## config.mk

```make
export PLATFORM = sky130hd
export DESIGN_NAME = hpt_disk_cmd
export DESIGN_NICKNAME = d
export VERILOG_FILES = /design/src/rtl/hpt_disk_pkg.sv /design/src/rtl/hpt_disk_decode.sv /design/src/rtl/hpt_disk_exec.sv /design/src/rtl/hpt_disk_cmd.sv
export SDC_FILE = /design/constraint.sdc
export NUM_CORES = 1
export LEC_CHECK = 0
export ABC_AREA = 0
export BUFFER_PORTS_ARGS = -buffer_cell sky130_fd_sc_hd__buf_2
export CORE_ASPECT_RATIO = 0.5
export CORE_MARGIN = 3
export CORE_UTILIZATION = 50
export CTS_CLUSTER_SIZE = 14
export DETAILED_ROUTE_END_ITERATION = 8
export PLACE_DENSITY = 0.76
export REMOVE_ABC_BUFFERS = 1
export SYNTH_ARGS = -nofsm -noshare
export SYNTH_HDL_FRONTEND = slang
export SYNTH_SLANG_ARGS = --single-unit
```

## constraint.sdc

```tcl
create_clock -name clk -period 2.2 [get_ports clk]
set_input_delay 0.66 -clock clk [delete_from_list [all_inputs] [get_ports clk]]
set_output_delay 0.66 -clock clk [all_outputs]
set_load 0.03 [all_outputs]
```

## src/rtl/hpt_disk_pkg.sv

```systemverilog
package hpt_disk_pkg;

    localparam int DATA_W = 18;
    localparam int ADDR_W = 21;
    localparam int LOW_W  = 18;
    localparam int HIGH_W = ADDR_W - LOW_W;
    localparam int NED_IDX = 0;   // position of the non-existent-disk flag in eflg

    // Status word, MSB first: bit 17 down to bit 0
    typedef struct packed {
        logic       err;    // 17 summary
        logic [6:0] eflg;   // 16..10 individual error flags, eflg[0] = non-existent disk
        logic       dch;    // 9
        logic       pge;    // 8 programming error
        logic       done;   // 7
        logic [3:0] rsvd;   // 6..3 always zero after an update
        logic [1:0] fn;     // 2..1 function
        logic       ie;     // 0 interrupt enable
    } sta_t;

    typedef struct packed {
        logic chk_skip;
        logic do_reset;
        logic clr_fn;
        logic ph2;
        logic rd_buf;
        logic rd_alo;
        logic xor_fn;
        logic rd_ahi;
        logic ph3;
        logic ld_buf;
        logic ld_alo;
        logic go;
        logic ld_ahi;
        logic clr_sta;
        logic rd_sta;
    } ops_t;

    function automatic sta_t sta_norm(sta_t s);
        sta_t r;
        r      = s;
        r.rsvd = '0;
        r.err  = |s.eflg;
        return r;
    endfunction

    function automatic sta_t sta_keep_fr(sta_t s);
        sta_t r;
        r    = '0;
        r.fn = s.fn;
        r.ie = s.ie;
        return r;
    endfunction

endpackage

```

## src/rtl/hpt_disk_decode.sv

```systemverilog
module hpt_disk_decode
    import hpt_disk_pkg::*;
(
    input  logic       main_sel,
    input  logic       stat_sel,
    input  logic [5:0] pulse,
    output ops_t       ops
);

    logic [1:0] sb;
    assign sb = pulse[5:4];

    always_comb begin
        ops = '0;
        if (main_sel) begin
            ops.chk_skip = pulse[0] && (sb == 2'b00);
            ops.do_reset = pulse[0] && (sb == 2'b01);
            ops.clr_fn   = pulse[0] && (sb == 2'b10);
            ops.ph2      = pulse[1];
            ops.rd_buf   = pulse[1] && (sb == 2'b00);
            ops.rd_alo   = pulse[1] && (sb == 2'b01);
            ops.xor_fn   = pulse[1] && (sb == 2'b10);
            ops.rd_ahi   = pulse[1] && (sb == 2'b11);
            ops.ph3      = pulse[2];
            ops.ld_buf   = pulse[2] && (sb == 2'b00);
            ops.ld_alo   = pulse[2] && (sb == 2'b01);
            ops.go       = pulse[2] && (sb == 2'b10);
            ops.ld_ahi   = pulse[2] && (sb == 2'b11);
        end
        if (stat_sel) begin
            ops.clr_sta = pulse[1] && (sb == 2'b10);
            ops.rd_sta  = pulse[1] && (sb == 2'b11);
        end
    end

endmodule

```

## src/rtl/hpt_disk_exec.sv

```systemverilog
module hpt_disk_exec
    import hpt_disk_pkg::*;
#(
    parameter int PLATTERS = 4
) (
    input  sta_t                cur_sta,
    input  logic [ADDR_W-1:0]   cur_da,
    input  logic [DATA_W-1:0]   cur_buf,
    input  logic                busy,
    input  logic                xfer_done,
    input  logic [DATA_W-1:0]   din,
    input  ops_t                ops,
    output sta_t                nxt_sta,
    output logic [ADDR_W-1:0]   nxt_da,
    output logic [DATA_W-1:0]   nxt_buf,
    output logic [DATA_W-1:0]   dout,
    output logic                skip,
    output logic                start
);

    localparam logic [HIGH_W:0] CAP = (HIGH_W+1)'(PLATTERS);

    logic blk;
    sta_t snorm;

    always_comb begin
        nxt_sta = cur_sta;
        nxt_da  = cur_da;
        nxt_buf = cur_buf;
        dout    = din;
        skip    = 1'b0;
        start   = 1'b0;
        blk     = busy;
        snorm   = '0;

        if (xfer_done) nxt_sta.done = 1'b1;

        // phase 0
        if (ops.chk_skip && (nxt_sta.err || nxt_sta.done)) skip = 1'b1;
        if (ops.do_reset) begin
            nxt_sta = '0;
            nxt_da  = '0;
            nxt_buf = '0;
            blk     = 1'b0;
        end
        if (ops.clr_fn) begin
            if (blk) nxt_sta.pge = 1'b1;
            else begin
                nxt_sta.fn = 2'b00;
                nxt_sta.ie = 1'b0;
            end
        end

        // phase 1
        if (ops.ph2) begin
            if (blk) nxt_sta.pge = 1'b1;
            else begin
                if (ops.rd_buf) dout = dout | nxt_buf;
                if (ops.rd_alo) dout = dout | nxt_da[LOW_W-1:0];
                if (ops.xor_fn) {nxt_sta.fn, nxt_sta.ie} = {nxt_sta.fn, nxt_sta.ie} ^ din[2:0];
                if (ops.rd_ahi)
                    dout = dout | {{(DATA_W-HIGH_W-1){1'b0}}, nxt_sta.eflg[NED_IDX], nxt_da[ADDR_W-1:LOW_W]};
            end
        end

        // phase 2
        if (ops.ph3) begin
            if (blk) nxt_sta.pge = 1'b1;
            else begin
                if (ops.ld_buf) nxt_buf = din;
                if (ops.ld_alo) nxt_da[LOW_W-1:0] = din;
                if (ops.go) begin
                    nxt_sta.done = 1'b0;
                    start = (nxt_sta.fn != 2'b00);
                end
                if (ops.ld_ahi) begin
                    nxt_da[ADDR_W-1:LOW_W] = din[HIGH_W-1:0];
                    if ({1'b0, din[HIGH_W-1:0]} >= CAP) nxt_sta.eflg[NED_IDX] = 1'b1;
                end
            end
        end

        // status group
        if (ops.clr_sta) begin
            if (blk) nxt_sta.pge = 1'b1;
            else nxt_sta = sta_keep_fr(nxt_sta);
        end
        if (ops.rd_sta) begin
            if (blk) nxt_sta.pge = 1'b1;
            snorm = sta_norm(nxt_sta);
            dout  = dout | snorm;
        end

        nxt_sta = sta_norm(nxt_sta);
    end

endmodule

```

## src/rtl/hpt_disk_cmd.sv

```systemverilog
module hpt_disk_cmd
    import hpt_disk_pkg::*;
#(
    parameter int PLATTERS = 4
) (
    input  logic        clk,
    input  logic        rst,
    input  logic        main_sel,
    input  logic        stat_sel,
    input  logic [5:0]  pulse,
    input  logic [17:0] din,
    input  logic        busy,
    input  logic        xfer_done,
    output logic [17:0] dout,
    output logic        skip,
    output logic        irq,
    output logic        start,
    output logic [1:0]  func
);

    sta_t               sta_q, sta_d;
    logic [ADDR_W-1:0]  da_q,  da_d;
    logic [DATA_W-1:0]  buf_q, buf_d;
    ops_t               ops;

    hpt_disk_decode i_dec (
        .main_sel (main_sel),
        .stat_sel (stat_sel),
        .pulse    (pulse),
        .ops      (ops)
    );

    hpt_disk_exec #(.PLATTERS(PLATTERS)) i_exec (
        .cur_sta   (sta_q),
        .cur_da    (da_q),
        .cur_buf   (buf_q),
        .busy      (busy),
        .xfer_done (xfer_done),
        .din       (din),
        .ops       (ops),
        .nxt_sta   (sta_d),
        .nxt_da    (da_d),
        .nxt_buf   (buf_d),
        .dout      (dout),
        .skip      (skip),
        .start     (start)
    );

    always_ff @(posedge clk) begin
        if (rst) begin
            sta_q <= '0;
            da_q  <= '0;
            buf_q <= '0;
        end else begin
            sta_q <= sta_d;
            da_q  <= da_d;
            buf_q <= buf_d;
        end
    end

    assign func = sta_q.fn;
    assign irq  = sta_q.ie & (sta_q.err | sta_q.done);

endmodule

```

==> flow_summary_export.csv <==
group,metric,value,unit
run_status,run_status,"finished with violations",
global_route,via_count_of_the_first_global_routing_pass,2946,
synthesis,yosysWarnings,0,
layout,antenna_cells,0,
global_route,globalRoute.busiestLayer,"met2",
worst_setup_path,criticalPathCategory,"input pin to output pin",
power,power_leakage,0.00169,uW
timing,setup_violations,19,
timing,slew_headroom,69.9,%
synthesis,synth_area,2820,um^2
place,portBuffers,51,
synthesis,synth_top_cell_area_share,37.6,%
timing,clock.fmax,400,MHz
synthesis,ys_types,54,
detailed_routing,drtAntennaViolNets,0,
power,ir_worst_vdd,419,uV
synthesis,postSynth.topFlopCell,"sky130_fd_sc_hd__dfxtp_1",
layout,flow.area_growth_from_synthesis,42.7,%
synthesis,ys_seq_area_share,37.6,%
floorplanning,placement_rows,18,
global_route,antenna_found_initial,0,
synthesis,synthesis.area_per_instance,8.52,um^2
synthesis,netlist.top_cell.by_area,"sky130_fd_sc_hd__dfxtp_1",
detailed_routing,routedWlPerCell,18.4,um
timing,worst_setup_slack_after_layout,-0.302,ns
layout,fill_cells,323,
place,dp_hpwl,5660,um
clock_tree,worst_skew_pair.late_latency,0.29,ns
floorplanning,die_h,59.1,um
place,placement.setup.worst_slack,-0.443,ns
power,p_total,2200,uW
clock_tree,cts_root_buf,"sky130_fd_sc_hd__clkbuf_16",
worst_setup_path,crit_path_max_fanout,5,
worst_setup_path,worstPathArrival,1.84,ns
global_route,grt.met3_usage,5.40,%
detailed_routing,detailroute.via_count,2935,
layout,mostFrequentLayoutCells,"sky130_fd_sc_hd__dfxtp_1 (53), sky130_fd_sc_hd__buf_4 (53), sky130_fd_sc_hd__a21oi_1 (33)",
timing,timing.clock.skew,0.00358,ns
timing,rsz0062_at_grt,"true",
floorplanning,die_area,6630,um^2
synthesis,synth.top_cells.by_area,"sky130_fd_sc_hd__dfxtp_1 (38%), sky130_fd_sc_hd__a21oi_1 (6.0%), sky130_fd_sc_hd__mux2i_1 (5.7%)",
detailed_routing,avgViaCountPerCell,5.98,
clock_tree,post_cts_hold_buffer_count,0,
global_route,first_pass_grt_wire_length,14500,um
clock_tree,clk_pin_slew_worst_paths,0.07,ns
worst_setup_path,crit_path_launch_type,"input pin",
synthesis,synth.ff_latch_count,53,
timing,timing.final.crit_share,114,%
global_route,grt_overflow_total,0,
detailed_routing,drcViolationCount,0,
timing,final_max_slew_viol_count,0,
clock_tree,cts_max_level,2,
timing,final.min_clock_period,2.50,ns
global_route,pin_count_of_the_biggest_net_entering_global_routing,43,
detailed_routing,drtPass1Iterations,5,
clock_tree,clock_tree_from_tritoncts,"yes",
floorplanning,num_io_pins,53,
run_status,failed_checks,"negative setup slack",
timing,worstMarginPinSlew,0.451,ns
synthesis,synthArstFlopShare,0,%
floorplanning,initial_core_util,54.4,%
floorplanning,dieWidth,112,um
layout,layout-drive-gt1-share,38.5,%
synthesis,synth_edf_count,0,
global_route,grtUsageMet2,47.9,%
clock_tree,tritoncts_num_sinks,53,
place,gpl.final_weighted_congestion,0.841,
layout,design.final.nets,450,
clock_tree,cts_made_buffers,5,
floorplanning,core,5180,um^2
global_route,grt_util_met1,34.7,%
detailed_routing,drt-initial-drc-count,273,
hold_path,worstHoldPathType,"register to register",
worst_setup_path,cp-end-kind,"output pin",
flow_run,timing.max_cap.violations,0,
worst_setup_path,worstPathRequired,1.54,ns
power,powerDensity,546,nW/um^2
synthesis,syn-instance-count,331,
clock_tree,cts-root-to-sink-buffers,2,
timing,hold_violations,0,
detailed_routing,wirelength,9050,um
global_route,track_usage,27.5,%
==> worst paths after layout <==
kind,cells past startpoint,startpoint,to,slack (ns)
setup reg to reg,4,sta_q[12],sta_q[17],0.99
hold reg to reg,1,sta_q[9],sta_q[9],0.47
setup / recovery,7,main_sel,dout[7],-0.30
hold / removal,1,sta_q[9],sta_q[9],0.47
==> kinds of logic (layout without fill, tap and decap cells) <==
family                    Yosys count  count (layout)  share of synthesized area [%]
and+or+nand+nor                   135             136                           27.5
buffers and inverters              33             122                           6.70
AOI/OAI and AO/OA                  90              90                           20.9
muxes                              19              19                           7.01
DFF                                53              53                           37.6
xor gates and xnor gates            1               1                          0.311
==> per-stage QoR <==
stage               hold WS (ns)  std cells  TNS, ns  instance area, um^2  utilization (%)
finish                     0.472        491    -4.45                 4030             77.7
global route               0.505        491    -5.20                 4030             77.7
CTS                        0.468        488    -4.13                 3950             76.2
detailed placement         0.446        469    -7.14                 3360             64.9
global placement           0.452        469    -6.99                 3360             64.9
floorplan                  0.430        301    -8.76                 2640                -
==> registers in the layout, indices dropped and copies added, names as in the netlist <==
name	count
sta_q	12
func	2
da_q	21
buf_q	18
==> synthesized netlist by cell type (3+ instances only) <==
| cell type | count |
|---|---|
| sky130_fd_sc_hd__a21o_1 | 4 |
| sky130_fd_sc_hd__a21oi_1 | 34 |
| sky130_fd_sc_hd__a22oi_1 | 18 |
| sky130_fd_sc_hd__and2_1 | 24 |
| sky130_fd_sc_hd__buf_2 | 12 |
| sky130_fd_sc_hd__buf_4 | 5 |
| sky130_fd_sc_hd__buf_6 | 4 |
| sky130_fd_sc_hd__clkbuf_1 | 7 |
| sky130_fd_sc_hd__dfxtp_1 | 53 |
| sky130_fd_sc_hd__inv_1 | 3 |
| sky130_fd_sc_hd__mux2i_1 | 16 |
| sky130_fd_sc_hd__nand2_1 | 26 |
| sky130_fd_sc_hd__nand3_1 | 13 |
| sky130_fd_sc_hd__nand3b_1 | 19 |
| sky130_fd_sc_hd__nor2_1 | 28 |
| sky130_fd_sc_hd__nor3_1 | 3 |
| sky130_fd_sc_hd__o21a_1 | 4 |
| sky130_fd_sc_hd__o21ai_0 | 10 |
| sky130_fd_sc_hd__o21bai_1 | 5 |
==> routing by layer <==
layer	part of all wire, %	up-vias
met4	1.9	0
met5	0	-
li1	-	1363
met2	49	117
met3	6.8	19
met1	43	1436
==> critical path, cell delays in order <==
cell                      delay (ns)
sky130_fd_sc_hd__buf_8          0.11
sky130_fd_sc_hd__and4b_1        0.22
sky130_fd_sc_hd__buf_6          0.14
sky130_fd_sc_hd__a22oi_2        0.14
sky130_fd_sc_hd__nor2_1         0.06
sky130_fd_sc_hd__or3_1          0.36
sky130_fd_sc_hd__buf_6          0.15
==> area by class of cell <==
cell class	count	area (um^2)	area share, %
flip-flops and latches	53	1060	26.4
inverters	3	11.3	0.280
repair buffers	111	951	23.6
clock buffers	6	139	3.45
multi-input cells	246	1760	43.7
clock inverters	2	16.3	0.404
well taps	70	87.6	2.18
==> power by group <==
group          switching (uW)  internal [uW]  leakage, uW
clock                     375            458    0.0000735
combinational             205            179      0.00118
sequential               9.11            973     0.000428
==> timing repair <==
item,4_1_cts,5_1_grt
buffers inserted,9,3
setup endpoints to repair,20,19
pin swaps,26,21
gates resized for setup,93,13
cloned,2,0
Power figures use the tool's default switching activity.
